### src/rtl/bpar_pkg.sv
package bpar_pkg;

  typedef enum logic [1:0] {
    ROLE_IDLE   = 2'd0,
    ROLE_SOURCE = 2'd1,
    ROLE_SINK   = 2'd2
  } role_e;

  // Decide what this agent does with the parity of the current cycle.
  function automatic role_e role_of(input logic master,
                                    input logic read,
                                    input logic addr,
                                    input logic irdy_low,
                                    input logic trdy_low);
    role_e r;
    if (addr) begin
      r = master ? ROLE_SOURCE : ROLE_SINK;
    end else if (master && !read) begin
      r = irdy_low ? ROLE_SOURCE : ROLE_IDLE;
    end else if (!master && read) begin
      r = trdy_low ? ROLE_SOURCE : ROLE_IDLE;
    end else begin
      r = (irdy_low && trdy_low) ? ROLE_SINK : ROLE_IDLE;
    end
    return r;
  endfunction

  // Combine two partial parities.
  function automatic logic par_merge(input logic a, input logic b);
    return a ^ b;
  endfunction

endpackage

### src/rtl/bpar_tree.sv
module bpar_tree #(
  parameter int DATA_W = 32,
  parameter int CBE_W  = 4
) (
  input  logic [DATA_W-1:0] ad,
  input  logic [CBE_W-1:0]  cbe_n,
  output logic              par_bit
);
  localparam int LANE_W = DATA_W / CBE_W;

  logic [CBE_W-1:0] lane_par;

  // One partial parity per byte lane, folding in that lane's enable wire.
  for (genvar g = 0; g < CBE_W; g++) begin : g_lane
    assign lane_par[g] = bpar_pkg::par_merge(^ad[g*LANE_W +: LANE_W], cbe_n[g]);
  end

  assign par_bit = ^lane_par;

endmodule

### src/rtl/bpar_drive.sv
module bpar_drive (
  input  logic clk,
  input  logic rst_n,
  input  logic src_cap,
  input  logic par_bit,
  output logic par_out,
  output logic par_oe
);
  logic armed_q;

  always_ff @(posedge clk) begin
    if (!rst_n) begin
      par_out <= 1'b0;
      par_oe  <= 1'b0;
      armed_q <= 1'b0;
    end else begin
      armed_q <= 1'b1;
      par_oe  <= src_cap;
      if (src_cap) begin
        par_out <= par_bit;
      end
    end
  end

  // with no source cycle behind it, the driven bit does not move
  a_r6_hold_value: assert property (@(posedge clk) disable iff (!rst_n)
    (armed_q && !$past(src_cap)) |-> $stable(par_out));

  // the enable drops once sourcing stops
  a_r6_oe_drop: assert property (@(posedge clk) disable iff (!rst_n)
    (armed_q && !$past(src_cap)) |-> !par_oe);

endmodule

### src/rtl/bpar_check.sv
module bpar_check (
  input  logic clk,
  input  logic rst_n,
  input  logic snk_cap,
  input  logic par_bit,
  input  logic par_in,
  output logic par_err
);
  logic exp_q;
  logic pend_q;
  logic armed_q;
  logic mismatch;

  assign mismatch = pend_q && (par_in != exp_q);

  always_ff @(posedge clk) begin
    if (!rst_n) begin
      exp_q   <= 1'b0;
      pend_q  <= 1'b0;
      par_err <= 1'b0;
      armed_q <= 1'b0;
    end else begin
      armed_q <= 1'b1;
      pend_q  <= snk_cap;
      if (snk_cap) begin
        exp_q <= par_bit;
      end
      par_err <= mismatch;
    end
  end

  // an error pulse always has a pending comparison one cycle before it
  a_r7_err_after_pend: assert property (@(posedge clk) disable iff (!rst_n)
    (armed_q && par_err) |-> $past(pend_q));

  // a comparison is pending only after a received cycle
  a_r8_pend_from_sink: assert property (@(posedge clk) disable iff (!rst_n)
    (armed_q && pend_q) |-> $past(snk_cap));

endmodule

### src/rtl/bus_parity_unit.sv
module bus_parity_unit #(
  parameter int DATA_W = 32,
  parameter int CBE_W  = 4
) (
  input  logic              clk,
  input  logic              rst_n,
  input  logic              is_master,
  input  logic              is_read,
  input  logic              addr_phase,
  input  logic              irdy_n,
  input  logic              trdy_n,
  input  logic [DATA_W-1:0] ad,
  input  logic [CBE_W-1:0]  cbe_n,
  input  logic              par_in,
  output logic              par_out,
  output logic              par_oe,
  output logic              par_err
);
  bpar_pkg::role_e role;
  logic par_bit;
  logic src_cap;
  logic snk_cap;
  logic armed_q;

  assign role    = bpar_pkg::role_of(is_master, is_read, addr_phase, !irdy_n, !trdy_n);
  assign src_cap = (role == bpar_pkg::ROLE_SOURCE);
  assign snk_cap = (role == bpar_pkg::ROLE_SINK);

  bpar_tree #(.DATA_W(DATA_W), .CBE_W(CBE_W)) u_tree (
    .ad      (ad),
    .cbe_n   (cbe_n),
    .par_bit (par_bit)
  );

  bpar_drive u_drive (
    .clk     (clk),
    .rst_n   (rst_n),
    .src_cap (src_cap),
    .par_bit (par_bit),
    .par_out (par_out),
    .par_oe  (par_oe)
  );

  bpar_check u_check (
    .clk     (clk),
    .rst_n   (rst_n),
    .snk_cap (snk_cap),
    .par_bit (par_bit),
    .par_in  (par_in),
    .par_err (par_err)
  );

  always_ff @(posedge clk) begin
    if (!rst_n) armed_q <= 1'b0;
    else        armed_q <= 1'b1;
  end

  // initiator address cycles are always driven on the next clock
  a_r2_addr_driven: assert property (@(posedge clk) disable iff (!rst_n)
    (armed_q && $past(is_master && addr_phase)) |-> par_oe);

  // an initiator write with its ready asserted is driven next clock
  a_r3_write_driven: assert property (@(posedge clk) disable iff (!rst_n)
    (armed_q && $past(is_master && !is_read && !addr_phase && !irdy_n)) |-> par_oe);

  // an initiator never drives parity for read data
  a_r9_read_silent: assert property (@(posedge clk) disable iff (!rst_n)
    (armed_q && $past(is_master && is_read && !addr_phase)) |-> !par_oe);

  // reset clears both outputs on the next edge
  a_r10_reset_clear: assert property (@(posedge clk)
    !rst_n |=> (!par_oe && !par_err));

endmodule

### config.mk
export PLATFORM = sky130hd
export DESIGN_NAME = bus_parity_unit
export DESIGN_NICKNAME = d
export VERILOG_FILES = /design/src/rtl/bpar_pkg.sv /design/src/rtl/bpar_tree.sv /design/src/rtl/bpar_drive.sv /design/src/rtl/bpar_check.sv /design/src/rtl/bus_parity_unit.sv
export SDC_FILE = /design/constraint.sdc
export NUM_CORES = 1
export LEC_CHECK = 0
export BUFFER_PORTS_ARGS = -buffer_cell sky130_fd_sc_hd__buf_2
export CAP_MARGIN = 40
export CORE_UTILIZATION = 38
export CTS_CLUSTER_SIZE = 30
export DETAILED_ROUTE_END_ITERATION = 8
export GPL_ROUTABILITY_DRIVEN = 0
export PLACE_DENSITY = 0.85
export SLEW_MARGIN = 20
export SYNTH_ARGS = -nofsm -noshare
export SYNTH_HDL_FRONTEND = slang
export SYNTH_SLANG_ARGS = --single-unit
### constraint.sdc
create_clock -name clk -period 2.75 [get_ports clk]
set_clock_uncertainty 0.2 [all_clocks]
set_input_delay 0.1375 -clock clk [delete_from_list [all_inputs] [get_ports clk]]
set_output_delay 0.1375 -clock clk [all_outputs]
set_load 0.01 [all_outputs]
# == Word level (Yosys, flattened, before mapping) ==
# Index checks and enable logic that the tools add are counted.
# totals
rom_bits,0
output_inout_bits,3
latch_bits,0
ramBits,0
memories,0
word_cells,32
inputBits,44
regBits,5
# op_classes
reduce_logical,13
magnitude_cmp,0
eq_ne,3
n_addsub,0
mul,0
shifts,0
muxes,7
bitwise_logic,4
div_mod_pow,0
# ops
op,n
$reduce_xor A8 Y1,4
$mux W2,5
$logic_and A1 B1 Y1,4
$logic_not A1 Y1,4
$reduce_xor A4 Y1,1
$xor A1 B1 Y1,4
$eq A2 B1 Y1 const B,1
$eq A2 B2 Y1 const B,1
$mux W1,2
$ne A1 B1 Y1,1

# == Logic depth before layout (Yosys ltp) ==
# Gate-level depths: netlist (run 1).
# logic_depth
ltp_word,7
mapped_depth,6
depth_no_buf,6

# == By module ==
# A second synthesis (run 1) with hierarchy kept.
# unflattened
hier_cells,56
hier_area_um2,520.5
# by_module_without_submodules
module,cells_per_inst,seq_area_each_um2,instances,area_per_inst_um2
bpar_tree,34,0.0,1,311.5
bpar_check,8,60.1,1,97.6
bpar_drive,5,40.0,1,63.8
bus_parity_unit,9,0.0,1,47.5

# == Worst setup path after synthesis (run 1) ==
# No wires, ideal clock.
# synth_path
kind,input-to-reg
startpoint,input ad[29]
endpoint,register u_check.exp_q
n_path_buf,0
setup_slack_ns,1.170
setup_time_ns,0.133
cell_stages,6
arrival_time_ns,1.247
required_ns,2.417
cell_sequence,xnor2_1 xnor2_1 xnor2_1 xnor3_1 xnor2_1 a21oi_1
# synth_via
elab_chain_cells,3
# synth_lines
element,line_no,text
"start, declared",bus_parity_unit.sv:12,"input logic [DATA_W-1:0] ad,"
$reduce_xor A8 Y1,bpar_tree.sv:15,"assign lane_par[g] = bpar_pkg::par_merge(^ad[g*LANE_W +: LANE_W], cbe_n[g]);"
$xor A1 B1 Y1,bpar_pkg.sv:30,return a ^ b;
$reduce_xor A4 Y1,bpar_tree.sv:18,assign par_bit = ^lane_par;
"end signal, assigned",bpar_check.sv:26,exp_q <= par_bit;
"end, declared",bpar_check.sv:9,logic exp_q;
# No other way between the ends.
# A chain may end at the register's enable or synchronous reset.

# == Worst setup path after layout (run 1) ==
# layout_path
startpoint,input ad[1]
endpoint,register u_check.exp_q
# Same word-level chain as after synthesis.

==> summary.txt, run 1 <==
Run status
  • Outcome: finished clean

Yosys
  • Register area share after synthesis: 19.9%
  • #FFs+latches synth: 5
  • Netlist cell types: 13
  • Cells after synthesis: 55
  • Synthesized net count: 99
  • Yosys warnings: 0
  • Post-synthesis cell area: 504 µm²
  • Mean Syn Cell Area: 9.17 µm²

STA
  • Fmax: 647 MHz
  • Setup TNS: 0 ns
  • Slew @ Worst Pin: 0.379 ns
  • Final Max Slew Viols: 0
  • Final Cycle Share: 56.2%
  • RSZ-0062 raised after global routing: false
  • Hold Fails Final Rpt: 0
  • Slew margin rel.: 74.7%
  • Fin Hold WS: 0.0463 ns
  • Final setup fails: 0
  • Fin crit period: 1.55 ns

Critical path
  • Most frequent CP cell: xnor2_1
  • Crit-path cells: buf_2 -> xnor2_1 -> xnor2_1 -> xnor2_1 -> xnor3_1 -> xnor2_1 -> a21oi_1
  • R2R cell count: 2
  • Arrival time worst endpoint: 1.46 ns
  • Worst path required time: 2.66 ns
  • Critical path type: in2reg
  • Critical Path Source Type: input pin
  • Crit-path max FO: 2
  • CP endpoint kind: flop
  • FF-to-FF End: u_check.par_err
  • Worst setup path startpoint: ad[1]
  • Slowest-stage cell, CP: xnor3_1
  • CP endpoint: u_check.exp_q
  • Worst R2R Start: u_check.exp_q
  • R2R setup slack: 1.81 ns
  • Max incr delay on CP: 0.42 ns

Clock tree
  • Deepest clock path buffer count: 2
  • Root Driver: clkbuf_4
  • TritonCTS buffer count: 3
  • Skew-Pair Late Insertion Delay: 0.24 ns
  • Clock Sinks: 5
  • H-tree levels: 1
  • Post-CTS Setup Repair Bufs: 0
  • Clk pin slew, worst setup/hold paths: 0.05 ns
  • CTS tree: yes

Floorplanning
  • Die X: 38.4 µm
  • Core Region: 0.00117 mm²
  • Row count: 12
  • Starting Density: 43.1%
  • DIE HEIGHT: 38.4 µm
  • Die ar.: 0.00148 mm²
  • I/O pins: 47

Layout
  • Most common cell after layout, fill and taps aside: buf_2
  • Util after Layout: 67.3%
  • Layout cells sized above 1: 46.2%
  • Nets: 151
  • Most frequent cells in the layout: buf_2 (46), xnor2_1 (30), dfxtp_1 (5)
  • Layout area overhead: 56.3%
  • Antenna cells: 0

Route
  • Vias: 533
  • Final WL: 1010 µm
  • Via density per instance: 4.44
  • Routed WL per cell: 8.45 µm
  • DRT Pass-1 Iters: 4
  • Starting DRT DRC Count: 6
  • Routed Antenna Nets: 0
  • Drc violations: 0

Global routing
  • Met2 Usage GRT: 34.7%
  • GRT met3 Usage: 0%
  • Gr ovfl total: 0
  • Vias in the first global route: 487
  • M1 GR Usage: 11.2%
  • Largest net degree at the start of global routing: 6
  • First-pass GRT wire length: 1570 µm
  • GR peak layer: met2
  • Initial antenna violation count: 0
  • Gr usage total: 15.6%

Power and ir drop
  • Static leakage: 0.376 nW
  • Worst vdd ir: 0.230 mV
  • Power density over cell area: 497 mW/mm²

Worst hold path
  • Worst Hold Class: in2reg

Place
  • PortBufs: 46
  • Post-DP HPWL: 904 µm

Job
  • # Max-Cap Violations: 0
==> synthesized netlist by cell type <==
cell     number  area share (%)
xor2_1        4             6.9
dfxtp_1       5              20
a21oi_1       3             3.0
nor2_1        2             1.5
and3_1        1             1.2
inv_1         1            0.74
o32ai_1       1             1.7
xnor3_1       1             4.5
a22o_1        1             1.7
xnor2_1      30              52
nor2b_1       1             1.2
o21ai_0       3             3.0
and2_1        2             2.5
==> per-layer routing <==
| metal | wire length [µm] | vias to the layer above |
|---|---|---|
| met1 | 346 | 225 |
| met5 | 0 | - |
| met3 | 76 | 0 |
| li1 | - | 278 |
| met4 | 0 | 0 |
| met2 | 591 | 30 |
==> stage by stage <==
step | std cells | area (µm²) | total power [mW] | worst slack [ns]
3_5_place_dp | 115 | 752 | 0.308 | 0.934
2_1_floorplan | 55 | 504 | 0.252 | 1.17
3_3_place_gp | 115 | 752 | 0.302 | 1.01
6_report | 120 | 788 | 0.392 | 1.20
5_1_grt | 120 | 788 | 0.424 | 1.12
4_1_cts | 120 | 788 | 0.397 | 1.18
==> worst min path at each step <==
stage,startpoint,end,slack (ns),cells after the start
6_report,par_in,u_check.par_err,0.05,3
5_1_grt,par_in,u_check.par_err,0.06,3
4_1_cts,par_in,u_check.par_err,0.04,3
3_5_place_dp,rst_n,u_check.pend_q,0.20,2
3_3_place_gp,rst_n,u_check.pend_q,0.19,2
2_1_floorplan,rst_n,u_check.pend_q,0.06,1
==> power by group <==
group | internal, mW | switching (mW) | total [mW]
Combinational | 0.133 | 0.0839 | 0.216
Sequential | 0.0835 | 0.00538 | 0.0889
Clock | 0.0549 | 0.0314 | 0.0864
Total | 0.271 | 0.121 | 0.392
==> layout make-up <==
cell class              instances  area [µm²]
clock buffers                   4        26.3
inverters                       1        3.75
flip-flops and latches          5         100
repair buffers                 47         240
fillers                       100         383
multi-input cells              49         400
well taps                      14        17.5
==> worst max-delay path, delay by kind of cell <==
family | cells | cell delay (ns)
xor gates and xnor gates | 5 | 1.12
buffers and inverters | 1 | 0.10
AOI/OAI and AO/OA | 1 | 0.09
==> what timing repair did <==
item,CTS,global route
hold buffers,1,0
hold endpoints to repair,5,0
gates resized for setup,0,0
==> cell families (layout without fill, tap and decap cells) <==
| group | Yosys count | in the layout | share of synthesized area [%] |
|---|---|---|---|
| buf+inv | 1 | 52 | 0.744 |
| xor+xnor | 35 | 35 | 63.5 |
| simple gates | 6 | 6 | 6.45 |
| flops | 5 | 5 | 19.9 |
| compound gates | 8 | 8 | 9.43 |
==> flip-flops by register name (all words and copies together), names as in the netlist <==
name / flops
u_check.exp_q: 1
u_check.par_err: 1
u_check.pend_q: 1
u_drive.par_oe: 1
u_drive.par_out: 1
No activity file was read; power rests on OpenSTA's default activity.
==> run 2: changes to the inputs <==
--- a/config.mk
+++ b/config.mk
@@ -5,13 +5,14 @@
 export SDC_FILE = /design/constraint.sdc
 export NUM_CORES = 1
 export LEC_CHECK = 0
+export ABC_AREA = 1
 export BUFFER_PORTS_ARGS = -buffer_cell sky130_fd_sc_hd__buf_2
 export CAP_MARGIN = 40
-export CORE_UTILIZATION = 38
+export CORE_UTILIZATION = 39
 export CTS_CLUSTER_SIZE = 30
 export DETAILED_ROUTE_END_ITERATION = 8
 export GPL_ROUTABILITY_DRIVEN = 0
-export PLACE_DENSITY = 0.85
+export PLACE_DENSITY = 0.78
 export SLEW_MARGIN = 20
 export SYNTH_ARGS = -nofsm -noshare
 export SYNTH_HDL_FRONTEND = slang
==> constraint.sdc (replaced) <==
create_clock -name clk -period 1.35 [get_ports clk]
set_clock_uncertainty 0.2 [all_clocks]
set_input_delay 0.0675 -clock clk [delete_from_list [all_inputs] [get_ports clk]]
set_output_delay 0.0675 -clock clk [all_outputs]
set_load 0.01 [all_outputs]
==> run 2 against run 1 <==
  * Flip-flop and latch count unchanged
  * Sequential share of layout area decreased by 3.9 points
  * Highest routed layer unchanged
  * Critical path type unchanged
  * Combinational power increased by 96%
  * Count of clock-buffer cells in the layout unchanged
  * Setup slack got worse by 0.97 ns
==> summary.txt, run 2 <==
Layout
  • Util after Layout: 57.6% (was 67.3%)
  • FF+latch area: 100 µm² (unchanged)
  • Area of the multi-input gates: 604 µm² (was 400 µm²)
  • Antenna cells: 0 (unchanged)
  • Most frequent cells in the layout: nand2_1 (65), buf_2 (46), inv_1 (29) (was buf_2 (46), xnor2_1 (30), dfxtp_1 (5))
  • Layout area overhead: 37.3% (was 56.3%)
  • Finished Layout Cells: 238 (was 120)
  • Most common cell after layout, fill and taps aside: nand2_1 (was buf_2)
  • Nets: 256 (was 151)
  • Layout cells sized above 1: 30.8% (was 46.2%)
  • Number of fill cells: 229 (was 100)

Clock tree
  • CTS tree: yes (unchanged)
  • TritonCTS buffer count: 3 (unchanged)
  • Clk pin slew, worst setup/hold paths: 0.04 ns (was 0.05 ns)
  • Root Driver: clkbuf_4 (unchanged)
  • Deepest clock path buffer count: 2 (unchanged)
  • Clock Sinks: 5 (unchanged)
  • Skew-Pair Late Insertion Delay: 0.24 ns (about the same)
  • H-tree levels: 1 (unchanged)
  • Post-CTS Setup Repair Bufs: 0 (unchanged)

Global routing
  • GR peak layer: met2 (unchanged)
  • Vias in the first global route: 701 (was 487)
  • Initial antenna violation count: 0 (unchanged)
  • Met2 Usage GRT: 25.6% (was 34.7%)
  • M1 GR Usage: 11.9% (was 11.2%)
  • Largest net degree at the start of global routing: 4 (was 6)
  • Gr usage total: 12.7% (was 15.6%)
  • First-pass GRT wire length: 2150 µm (was 1570 µm)
  • GRT met3 Usage: 5.19% (was 0%)
  • Gr ovfl total: 0 (unchanged)

Yosys
  • Multiplexer share of the synthesized area: 0% (unchanged)
  • Largest family of logic cells by synthesized area: simple AND/OR/NAND/NOR gates (was XOR/XNOR gates)
  • Top_reg_cell synth: dfxtp_1 (unchanged)
  • Area share of the largest cell type after synthesis: 29.3% (was 52.1%)
  • Compound-gate portion of the synthesized area: 3.91% (was 9.43%)
  • Leading post-synthesis cells by cell area: nand2_1 (29%), inv_1 (13%), dfxtp_1 (12%) (was xnor2_1 (52%), dfxtp_1 (20%), xor2_1 (6.9%))
  • Most frequent cell after synthesis: nand2_1 (was xnor2_1)
  • Register area share after synthesis: 12.0% (was 19.9%)
  • Synthesized net count: 203 (was 99)
  • XOR/XNOR share of the synthesized area: 20.0% (was 63.5%)
  • Yosys warnings: 0 (unchanged)
  • Async set-reset flop share out of synthesis: 0% (unchanged)
  • Post-synthesis cell area: 832 µm² (was 504 µm²)
  • #FFs+latches synth: 5 (unchanged)
  • Synth Area in Adders: 0% (unchanged)
  • Post-synth EDFFs: 0 (unchanged)
  • Simple-gate share of the synthesized area: 48.7% (was 6.45%)
  • Cell taking the most area after synthesis: nand2_1 (was xnor2_1)
  • Mean Syn Cell Area: 5.23 µm² (was 9.17 µm²)
  • Netlist cell types: 15 (was 13)
  • Synth cell count leaders: nand2_1 (65), inv_1 (29), nand3_1 (13), nand2_2 (11), xor2_1 (11) (was xnor2_1 (30), dfxtp_1 (5), xor2_1 (4), a21oi_1 (3), o21ai_0 (3))
  • Cells after synthesis: 159 (was 55)

Critical path
  • Worst Path Buf+Inv: 4 (was 1)
  • Arrival time worst endpoint: 1.05 ns (was 1.46 ns)
  • Slowest-stage cell, CP: buf_2 (was xnor3_1)
  • Worst R2R Start: u_check.exp_q (unchanged)
  • Critical path type: in2reg (unchanged)
  • Worst path required time: 1.29 ns (was 2.66 ns)
  • Critical Path Source Type: input pin (unchanged)
  • FF-to-FF End: u_check.exp_q (was u_check.par_err)
  • CP endpoint kind: flop (unchanged)
  • Crit-path cells: buf_2 -> inv_1 -> nand2_1 -> nand2_1 -> nand2_2 -> nand2_2 -> nand2_2 -> nand2_1 -> nand2_1 -> nand2_2 -> inv_2 -> nand2_1 -> nand2_1 -> nand2_1 -> nand3_1 -> nand2_1 -> inv_1 (was buf_2 -> xnor2_1 -> xnor2_1 -> xnor2_1 -> xnor3_1 -> xnor2_1 -> a21oi_1)
  • R2R setup slack: 0.42 ns (was 1.81 ns)
  • CP endpoint: u_drive.par_out (was u_check.exp_q)
  • Crit-path max FO: 3 (was 2)
  • CP Depth: 17 (was 7)
  • Most frequent CP cell: nand2_1 (was xnor2_1)
  • Worst setup path startpoint: ad[14] (was ad[1])
  • R2R cell count: 4 (was 2)
  • Crit path max-delay family: simple AND/OR/NAND/NOR gates (was XOR/XNOR gates)
  • Max incr delay on CP: 0.11 ns (was 0.42 ns)

STA
  • Setup TNS: 0 ns (unchanged)
  • Final Cycle Share: 82.6%
  • Final setup fails: 0 (unchanged)
  • Slew @ Worst Pin: 0.242 ns (was 0.379 ns)
  • Fin crit period: 1.12 ns
  • Fmax: 897 MHz
  • RSZ-0062 raised after global routing: false (unchanged)
  • Final Max Slew Viols: 0 (unchanged)
  • Hold Fails Final Rpt: 0 (unchanged)
  • Slew margin rel.: 83.8% (was 74.7%)

Power and ir drop
  • Static leakage: 0.765 nW (was 0.376 nW)
  • Power density over cell area: 666 mW/mm² (was 497 mW/mm²)
  • Power Total: 0.761 mW (was 0.392 mW)
  • Worst vdd ir: 0.418 mV (was 0.230 mV)

Route
  • Drc violations: 0 (unchanged)
  • Routed Antenna Nets: 0 (unchanged)
  • Via density per instance: 4.13 (was 4.44)
  • Routed WL per cell: 5.98 µm (was 8.45 µm)
  • Vias: 984 (was 533)
  • DRT Pass-1 Iters: 4 (unchanged)
  • Final WL: 1420 µm (was 1010 µm)
  • Starting DRT DRC Count: 9 (was 6)

Floorplanning
  • DIE HEIGHT: 48.2 µm (was 38.4 µm)
  • Starting Density: 42.0% (was 43.1%)
  • Row count: 16 (was 12)
  • Core Region: 0.00198 mm² (was 0.00117 mm²)
  • Die X: 48.2 µm (was 38.4 µm)
  • Die ar.: 0.00232 mm² (was 0.00148 mm²)
  • I/O pins: 47 (unchanged)

Place
  • Post-DP HPWL: 1300 µm (was 904 µm)
  • Placed insts: 232 (was 115)
  • PortBufs: 46 (unchanged)

Job
  • # Max-Cap Violations: 0 (unchanged)

Run status
  • Outcome: finished clean (unchanged)

Worst hold path
  • Worst Hold Class: in2reg (unchanged)
## run 2: changes by cell type in the layout (fill, tap and decap cells not counted), sizes merged, moves of 2 or more
cell   before  now
nand2       0   76
inv         1   34
xnor2      30    8
nand3       0   13
xor2        4   11
nor2        2    6
a21oi       3    1
and2        2    0
o21ai       3    1
## run 2: worst min path at each step
| stage | from | end | slack (ns) | depth (start not counted) |
|---|---|---|---|---|
| 6_report | irdy_n | u_drive.par_oe | 0.01 | 4 |
| 4_1_cts | irdy_n | u_drive.par_oe | 0.007 | 4 |
| 5_1_grt | irdy_n | u_drive.par_oe | 0.02 | 4 |
| 3_3_place_gp | par_in | u_check.par_err | 0.07 | 2 |
| 2_1_floorplan | par_in | u_check.par_err | -0.04 | 1 |
| 3_5_place_dp | par_in | u_check.par_err | 0.07 | 2 |
## run 2: cell families after synthesis
logic type	Yosys count
compound gates	5
flops	5
simple gates	96
buf+inv	34
xor+xnor	19
## run 2: area by class of cell
cell class / instances / share of cell area [%]
multi-input cells: 120 / 52.9
well taps: 27 / 2.96
clock buffers: 4 / 2.30
inverters: 34 / 11.2
flip-flops and latches: 5 / 8.76
repair buffers: 48 / 21.9
## run 2: worst min-delay path, cell delays in order
cell and delay (ns):
buf_2 0.09, o221ai_1 0.11, nand2_1 0.10, nor2_1 0.04
## run 2: power by group
group	total, mW	internal [mW]	switching, mW
logic	0.423	0.189	0.235
clock network	0.171	0.112	0.0591
registers	0.167	0.161	0.00577
## run 2: through the flow
step | area, µm² | hold slack [ns] | worst slack (ns)
after floorplan | 832 | -0.0381 | 0.178
after global placement | 1100 | 0.0667 | -0.0182
after detailed placement | 1100 | 0.0743 | -0.0299
after CTS | 1140 | 0.00663 | 0.225
after global routing | 1140 | 0.0172 | 0.0410
final | 1140 | 0.0121 | 0.235
## run 2: metal layers
metal	vias to the layer above	share of wire [%]	wire, µm
met3	0	4.7	67
met5	-	0	0
met1	388	48	682
met2	24	47	674
met4	0	0	0
li1	572	-	-
## run 2: repair_timing
action,CTS,global route
endpoints found under the hold margin,5,0
hold buffers,2,0
resized for setup,0,0
